<file path="config.mk">
export PLATFORM = sky130hd
export DESIGN_NAME = bridge_trip_ctrl
export DESIGN_NICKNAME = d
export VERILOG_FILES = /design/src/rtl/bridge_trip_pkg.sv /design/src/rtl/trip_mask_timer.sv /design/src/rtl/trip_offtime_slot.sv /design/src/rtl/bridge_trip_ctrl.sv
export SDC_FILE = /design/constraint.sdc
export NUM_CORES = 1
export LEC_CHECK = 0
export ABC_AREA = 1
export BUFFER_PORTS_ARGS = -buffer_cell sky130_fd_sc_hd__buf_4
export CAP_MARGIN = 10
export CORE_MARGIN = 4
export CORE_UTILIZATION = 60
export CTS_BUF_LIST = sky130_fd_sc_hd__clkbuf_2
export DETAILED_ROUTE_END_ITERATION = 6
export HOLD_SLACK_MARGIN = 0.02
export PLACE_DENSITY = 0.81
export SLEW_MARGIN = 20
export SYNTH_ARGS = -nofsm -noshare
export SYNTH_HDL_FRONTEND = slang
export SYNTH_SLANG_ARGS = --single-unit
</file>
<file path="constraint.sdc">
create_clock -name clk -period 1.8 [get_ports clk]
set_input_delay 0.36 -clock clk [delete_from_list [all_inputs] [get_ports clk]]
set_output_delay 0.36 -clock clk [all_outputs]
set_load 0.01 [all_outputs]
</file>
<file path="src/rtl/bridge_trip_pkg.sv">
package bridge_trip_pkg;

    typedef enum logic [0:0] {
        LATCH_OPEN = 1'b0,
        LATCH_SET  = 1'b1
    } latch_e;

    // Width able to hold the value maxval.
    function automatic int unsigned cnt_width(input int unsigned maxval);
        return (maxval < 2) ? 1 : $clog2(maxval + 1);
    endfunction

endpackage

</file>
<file path="src/rtl/trip_mask_timer.sv">
module trip_mask_timer #(
    parameter int unsigned MASK_W = 16
) (
    input  logic              clk,
    input  logic              rst_n,
    input  logic              enable,
    input  logic [MASK_W-1:0] mask_len,
    output logic              en_seen,
    output logic              mask_on
);

    typedef struct packed {
        logic              en;
        logic              on;
        logic [MASK_W-1:0] cnt;
    } mask_st_t;

    mask_st_t st_d, st_q;

    always_comb begin
        st_d    = st_q;
        st_d.en = enable;
        if (!enable) begin
            st_d.on  = 1'b0;
            st_d.cnt = '0;
        end else if (!st_q.en) begin
            // rising edge of enable: open the window once
            st_d.on  = (mask_len != '0);
            st_d.cnt = mask_len;
        end else if (st_q.on) begin
            st_d.cnt = st_q.cnt - 1'b1;
            if (st_q.cnt == MASK_W'(1)) begin
                st_d.on = 1'b0;
            end
        end
    end

    always_ff @(posedge clk or negedge rst_n) begin
        if (!rst_n) begin
            st_q <= '0;
        end else begin
            st_q <= st_d;
        end
    end

    assign en_seen = st_q.en;
    assign mask_on = st_q.on;

    assert_mask_drop_R9: assert property (@(posedge clk) disable iff (!rst_n)
        !enable |=> !st_q.on);

    assert_mask_onset_R9: assert property (@(posedge clk) disable iff (!rst_n)
        $rose(st_q.on) |-> ($past(enable) && !$past(st_q.en)));

    assert_mask_len_R7: assert property (@(posedge clk) disable iff (!rst_n)
        (st_q.on && enable) |=> (st_q.on == ($past(st_q.cnt) != MASK_W'(1))));

endmodule

</file>
<file path="src/rtl/trip_offtime_slot.sv">
module trip_offtime_slot #(
    parameter int unsigned OFF_CYCLES = 375,
    parameter int unsigned CW         = 9
) (
    input  logic clk,
    input  logic rst_n,
    input  logic arm,
    input  logic kill,
    output logic busy
);

    typedef struct packed {
        logic [CW-1:0] cnt;
    } slot_st_t;

    slot_st_t st_d, st_q;

    always_comb begin
        st_d = st_q;
        if (kill) begin
            st_d.cnt = '0;
        end else if (st_q.cnt != '0) begin
            st_d.cnt = st_q.cnt - 1'b1;   // trips ignored while counting
        end else if (arm) begin
            st_d.cnt = CW'(OFF_CYCLES);
        end
    end

    always_ff @(posedge clk or negedge rst_n) begin
        if (!rst_n) begin
            st_q <= '0;
        end else begin
            st_q <= st_d;
        end
    end

    assign busy = (st_q.cnt != '0);

    assert_offtime_steady_R3: assert property (@(posedge clk) disable iff (!rst_n)
        ((st_q.cnt != '0) && !kill) |=> (st_q.cnt == $past(st_q.cnt) - CW'(1)));

    assert_offtime_load_R2: assert property (@(posedge clk) disable iff (!rst_n)
        ((st_q.cnt == '0) && arm && !kill) |=> (st_q.cnt == CW'(OFF_CYCLES)));

endmodule

</file>
<file path="src/rtl/bridge_trip_ctrl.sv">
module bridge_trip_ctrl
    import bridge_trip_pkg::*;
#(
    parameter int unsigned NSW        = 4,
    parameter int unsigned OFF_CYCLES = 375,
    parameter int unsigned MASK_W     = 16
) (
    input  logic              clk,
    input  logic              rst_n,
    input  logic              enable,
    input  logic [MASK_W-1:0] mask_len,
    input  logic [NSW-1:0]    lim_trip,
    input  logic [NSW-1:0]    prot_trip,
    output logic [NSW-1:0]    sw_inhibit,
    output logic              fault_latched,
    output logic              limiting_active
);

    localparam int unsigned CW = cnt_width(OFF_CYCLES);

    typedef struct packed {
        latch_e latch;
    } top_st_t;

    top_st_t st_d, st_q;

    logic           en_seen;
    logic           mask_on;
    logic           hard_hit;
    logic           kill_all;
    logic           accept_ok;
    logic [NSW-1:0] busy;

    trip_mask_timer #(.MASK_W(MASK_W)) u_mask (
        .clk      (clk),
        .rst_n    (rst_n),
        .enable   (enable),
        .mask_len (mask_len),
        .en_seen  (en_seen),
        .mask_on  (mask_on)
    );

    assign hard_hit  = enable && (|prot_trip);
    assign kill_all  = !enable || hard_hit || (st_q.latch == LATCH_SET);
    assign accept_ok = enable && en_seen && !mask_on;

    always_comb begin
        st_d = st_q;
        if (!enable) begin
            st_d.latch = LATCH_OPEN;
        end else if (hard_hit) begin
            st_d.latch = LATCH_SET;
        end
    end

    always_ff @(posedge clk or negedge rst_n) begin
        if (!rst_n) begin
            st_q.latch <= LATCH_OPEN;
        end else begin
            st_q <= st_d;
        end
    end

    for (genvar g = 0; g < NSW; g++) begin : g_slot
        trip_offtime_slot #(.OFF_CYCLES(OFF_CYCLES), .CW(CW)) u_slot (
            .clk   (clk),
            .rst_n (rst_n),
            .arm   (accept_ok && lim_trip[g]),
            .kill  (kill_all),
            .busy  (busy[g])
        );
    end

    assign fault_latched   = (st_q.latch == LATCH_SET);
    assign sw_inhibit      = busy | {NSW{fault_latched}};
    assign limiting_active = |busy;

    assert_latch_hold_R5: assert property (@(posedge clk) disable iff (!rst_n)
        (fault_latched && enable) |=> fault_latched);

    assert_enable_clear_R6: assert property (@(posedge clk) disable iff (!rst_n)
        !enable |=> (!fault_latched && !limiting_active));

    assert_hard_in_window_R8: assert property (@(posedge clk) disable iff (!rst_n)
        (enable && (|prot_trip)) |=> fault_latched);

    assert_hard_wins_R10: assert property (@(posedge clk) disable iff (!rst_n)
        (enable && (|prot_trip)) |=> !limiting_active);

    assert_window_blocks_R7: assert property (@(posedge clk) disable iff (!rst_n)
        mask_on |=> !$rose(limiting_active));

endmodule

</file>
=== After elaboration in Yosys (flattened, before gate mapping) ===
Cells that the tools add are included.

* Flip-flop bits (word level): 55
* Memories kept: 0
* Bits in read-only memories: 0
* Output and inout bits: 6
* Input port bits: 27
* Latch bits: 0
* RAM bits: 0

* Divide/modulo/power cells: 0
* Reductions and logical operators: 22
* Multiplexer cells: 18
* Equal/unequal tests: 3
* Shift operators: 0
* Multipliers: 0
* Add/subtract/negate cells: 5
* Bitwise gates (word level): 1
* Magnitude comparators: 0

{| class="wikitable"
|+ Operator list
! operator !! count
|-
| 9-bit 2-to-1 mux || 12
|-
| 17-bit 2-to-1 mux || 3
|-
| 9-bit nonzero test || 4
|-
| 9-bit by 1-bit subtractor with 9-bit output, second input constant || 4
|-
| 16-bit by 1-bit equality test with 1-bit output, second input constant || 1
|-
| 16-bit nonzero test || 1
|-
| 16-bit by 1-bit subtractor with 16-bit output, second input constant || 1
|-
| 3-bit nonzero test || 4
|-
| 4-bit OR reduction || 2
|-
| 1-bit logical AND || 7
|-
| 4-bit OR || 1
|-
| 1-bit 2-to-1 mux || 3
|-
| 3-bit != test, second input constant || 1
|-
| 1-bit logical NOT || 2
|-
| 1-bit logical OR || 2
|-
| 2-bit by 1-bit != test with 1-bit output, second input constant || 1
|}

=== Longest topological paths before layout ===
* Depth after elaboration: 6
* Gate-level depth with buffers: 10
* Depth with buffers taken out: 10

=== Cells and area by module ===
A second synthesis with hierarchy kept.

* Cell total of the unflattened synthesis: 536
* Area, all modules: 3681.0 um^2

{| class="wikitable"
|+ Modules (own cells, without submodules)
! module !! area an instance (um^2) !! sequential area each (um^2) !! cells each !! times used
|-
| trip_offtime_slot || 560.5 || 225.2 || 77 || 4
|-
| trip_mask_timer || 1297.5 || 450.4 || 202 || 1
|-
| bridge_trip_ctrl || 141.4 || 25.0 || 26 || 1
|}

=== Least setup slack after synthesis ===
OpenSTA, ideal clock, no wires.

* Path kind: flip-flop to output port
* Start point: reg g_slot[3].u_slot.st_q[0] (netlist name)
* End point: out limiting_active
* Required time: 1440 ps
* Buffers on the path: 0
* Stages on the path, launching flop included: 6
* Path slack: 176 ps
* Data arrival time: 1264 ps
* Cell sequence: dfrtp_1 > inv_1 > ha_1 > nand2_2 > nor3_4 > nand4_1

* Cells in the longest elaborated chain, start to end: 2

{| class="wikitable"
|+ RTL lines
! what !! line !! RTL
|-
| start: declaration || trip_offtime_slot.sv:16 || <nowiki>slot_st_t st_d, st_q;</nowiki>
|-
| start signal: assignment || trip_offtime_slot.sv:33 || <nowiki>st_q <= st_d;</nowiki>
|-
| 9-bit nonzero test || trip_offtime_slot.sv:37 || <nowiki>assign busy = (st_q.cnt != '0);</nowiki>
|-
| 4-bit OR reduction || bridge_trip_ctrl.sv:76 || <nowiki>assign limiting_active = |busy;</nowiki>
|-
| end: declaration || bridge_trip_ctrl.sv:16 || <nowiki>output logic limiting_active</nowiki>
|}

Every way passes these cells.

=== Worst setup path in the final report ===
* Start point: reg g_slot[2].u_slot.st_q[3] (netlist name)
* End point: out limiting_active

* Cells in the longest elaborated chain, start to end: 2

{| class="wikitable"
|+ RTL lines
! what !! line
|-
| start: declaration || trip_offtime_slot.sv:16
|-
| start signal: assignment || trip_offtime_slot.sv:33
|-
| 9-bit nonzero test || trip_offtime_slot.sv:37
|-
| 4-bit OR reduction || bridge_trip_ctrl.sv:76
|}

Every way passes these cells.

==> results_dict.tcl <==
set metrics [dict create \
    h-tree-depth 2 \
    synthMuxAreaShare_pct 0 \
    synth_area_leader_cell "dfrtp_1" \
    final_cell_mix "nand2_1 (113), buf_4 (81), dfrtp_1 (54), nor2_1 (49), inv_1 (38)" \
    hold_depth 1 \
    die_area_um2 6670 \
    reg2reg_depth 10 \
    vdd_drop_max_mv 0.372 \
    whs_endpoint "u_mask.en_seen" \
    cts_tree "yes" \
    fmax_mhz 452 \
    drt-initial-drc-count 310 \
    ant_nets 0 \
    grt_pass1_vias 3139 \
    p_leak_uw 0.00228 \
    drc 0 \
    grt_overflow 0 \
    diodes 0 \
    synth_top_area_share_pct 42.3 \
    avgSynthCellArea_um2 7.50 \
    setup_viol 5 \
    synth-edff-count 0 \
    firstDrtPassIters 5 \
    r2r_end "g_slot[3].u_slot.st_q[6]" \
    cp-end-kind "primary output" \
    status "complete, but fails checks" \
    ys_top_cells_by_area "dfrtp_1 (42%), nand2_1 (13%), nor2_1 (6.0%)" \
    floorplan.initialDensity_pct 63.0 \
    hold_viol 0 \
    ctsRootBufferMaster "clkbuf_2" \
    synth_top_flop_cell "dfrtp_1" \
    cts_max_path_buffers 2 \
    gp_congestion 0.879 \
    setup_ws_ns -0.413 \
    r2r_slack_ns 0.05 \
    power.density_nw_per_um2 569 \
    synth.cell_area_um2 3260 \
    finalMaxSlewViolations 0 \
    ys_types 33 \
    violations "setup timing" \
    wl_per_cell_um 15.7 \
    async_flop_share_pct 100 \
    synth_nets 467 \
    synth-xor-area-share_pct 4.30 \
    synth_compound_area_share_pct 10.2 \
    core_um2 5170 \
    relSlewSlack_pct 53.0 \
    fin_util_pct 80.9 \
    vias_per_cell 5.76 \
    finalCritPeriodShare_pct 123 \
    numCtsBuffers 5 \
    grt_pass1_wl_mm 14.2 \
    worstPathRequired_ns 1.44 \
    fp.dieW_um 81.7 \
    area_delta_synth_final_pct 28.5 \
    port_buffers 32 \
    chipHeight_um 81.7 \
    track_usage_pct 27.3 \
    clock_latency_ns 0.44 \
    ios 33 \
    ys_warn_count 0 \
    total_power_uw 2380 \
    tightestPinTransition_ns 0.705 \
    mostFrequentLayoutCell "nand2_1" \
    fillers 316 \
    rr_startpoint "g_slot[3].u_slot.st_q[5]" \
    path_max_fanout 4 \
    drive_gt1_share_pct 28.9 \
    period_needed_ns 2.21 \
    arrival_ns 1.85 \
    grt_max_degree 56 \
    rows 26 \
    synth_adder_area_share_pct 2.31 \
    synthSimpleGateAreaFrac_pct 34.0 \
    yosysSeqAreaShare_pct 42.3 \
    fin_tns_setup_ns -1.30 \
    cp-start-kind "register" \
    fin_skew_ns 0.0296 \
    drv_cap 0 \
    min_path_type "in2reg" \
    crit_type "reg2out" \
    min_from "enable" \
    path_clk_slew_ns 0.29 \
    place_worst_setup_slack_ns 0.114 \
    cts_sinks 55 \
    wl_mm 9.30 \
    vias 3414 \
    synth_top_family_by_area "simple AND/OR/NAND/NOR gates" \
    yosys_register_bits 55 \
    synthCells 434 \
    antenna_found_initial 0 \
    hold_ws_ns 0.147 \
    layout.nets 555 \
    dp_hpwl_mm 5.21 \
    rsz0062_at_grt "yes" \
]
how the worst max path moves through the flow:
stage | startpoint | to | slack [ns] | depth (start not counted)
4_1_cts | g_slot[1].u_slot.st_q[1] | limiting_active | -0.21 | 6
3_3_place_gp | g_slot[0].u_slot.st_q[0] | limiting_active | 0.14 | 8
5_1_grt | g_slot[2].u_slot.st_q[3] | limiting_active | -0.47 | 5
3_5_place_dp | g_slot[3].u_slot.st_q[0] | limiting_active | 0.11 | 6
2_1_floorplan | g_slot[3].u_slot.st_q[0] | limiting_active | 0.18 | 5
6_report | g_slot[2].u_slot.st_q[3] | limiting_active | -0.41 | 5
cell families after synthesis:
logic type / after synthesis
buffers and inverters: 57
AND/OR/NAND/NOR: 240
flip-flops: 55
adder cells (fa/ha/maj): 6
AO/OA/AOI/OAI: 60
XOR/XNOR: 16
layer usage:
layer	vias up	routed length (um)	global-route usage [%]
met5	-	0	0
met1	1592	3690	34.2
met2	192	4600	47.6
met4	0	357	9.47
met3	49	658	4.71
li1	1581	-	-
worst max-delay path: stages (launching register included):
cell and delay [ns]:
dfrtp_1 0.49, nor2_2 0.22, nand2_4 0.11, nor3_4 0.24, nand4_1 0.16, buf_4 0.19
power by group:
group	switching [uW]	total [uW]	internal [uW]
logic	283	457	174
registers	34.5	1310	1270
clock network	390	618	228
registers in the layout (all words and copies together) (netlist names):
name                cells
u_mask.st_q            16
fault_latched           1
u_mask.en_seen          1
g_slot.u_slot.st_q     36
u_mask.mask_on          1
timing repair:
action / in CTS / in global routing
resized for setup: 36 / 10
pin swaps: 18 / 11
buffers inserted: 34 / 19
hold endpoints to repair: 55 / 0
hold buffers: 1 / 0
endpoints found under the setup margin: 5 / 8
per-stage QoR:
| step | instance area [um^2] | cells |
|---|---|---|
| final | 4190 | 593 |
| after global routing | 4190 | 593 |
| after CTS | 4050 | 578 |
| after detailed placement | 3600 | 535 |
| after global placement | 3600 | 535 |
| after floorplan | 3260 | 434 |
synth_stat cells (2+ instances only):
cell and count:
xor2_1 9, o21ai_1 6, nand4_1 9, nor4_1 4, dfrtp_1 55, o31ai_1 4, a21oi_1 19, nand2_1 117
nor3_4 3, inv_2 3, a31oi_1 5, nor2_4 4, nor3_1 2, xnor2_1 7, buf_4 2, nand3_1 26
o21ai_0 18, o22ai_1 4, inv_1 48, nor2_2 7, ha_1 6, nand2_2 10, a22oi_1 2, buf_2 2
nand3_2 3, nor2_1 52
cell type report:
class                   instances  area [um^2]  share of cell area [%]
inverters                      51          194                    4.63
clock buffers                   5         25.0                   0.598
multi-input cells             322         1780                    42.5
well taps                      70         87.6                    2.09
repair buffers                 87          683                    16.3
clock inverters                 3         38.8                   0.926
flip-flops and latches         55         1380                    32.9
Note: power is estimated with default switching activity, not from simulation.
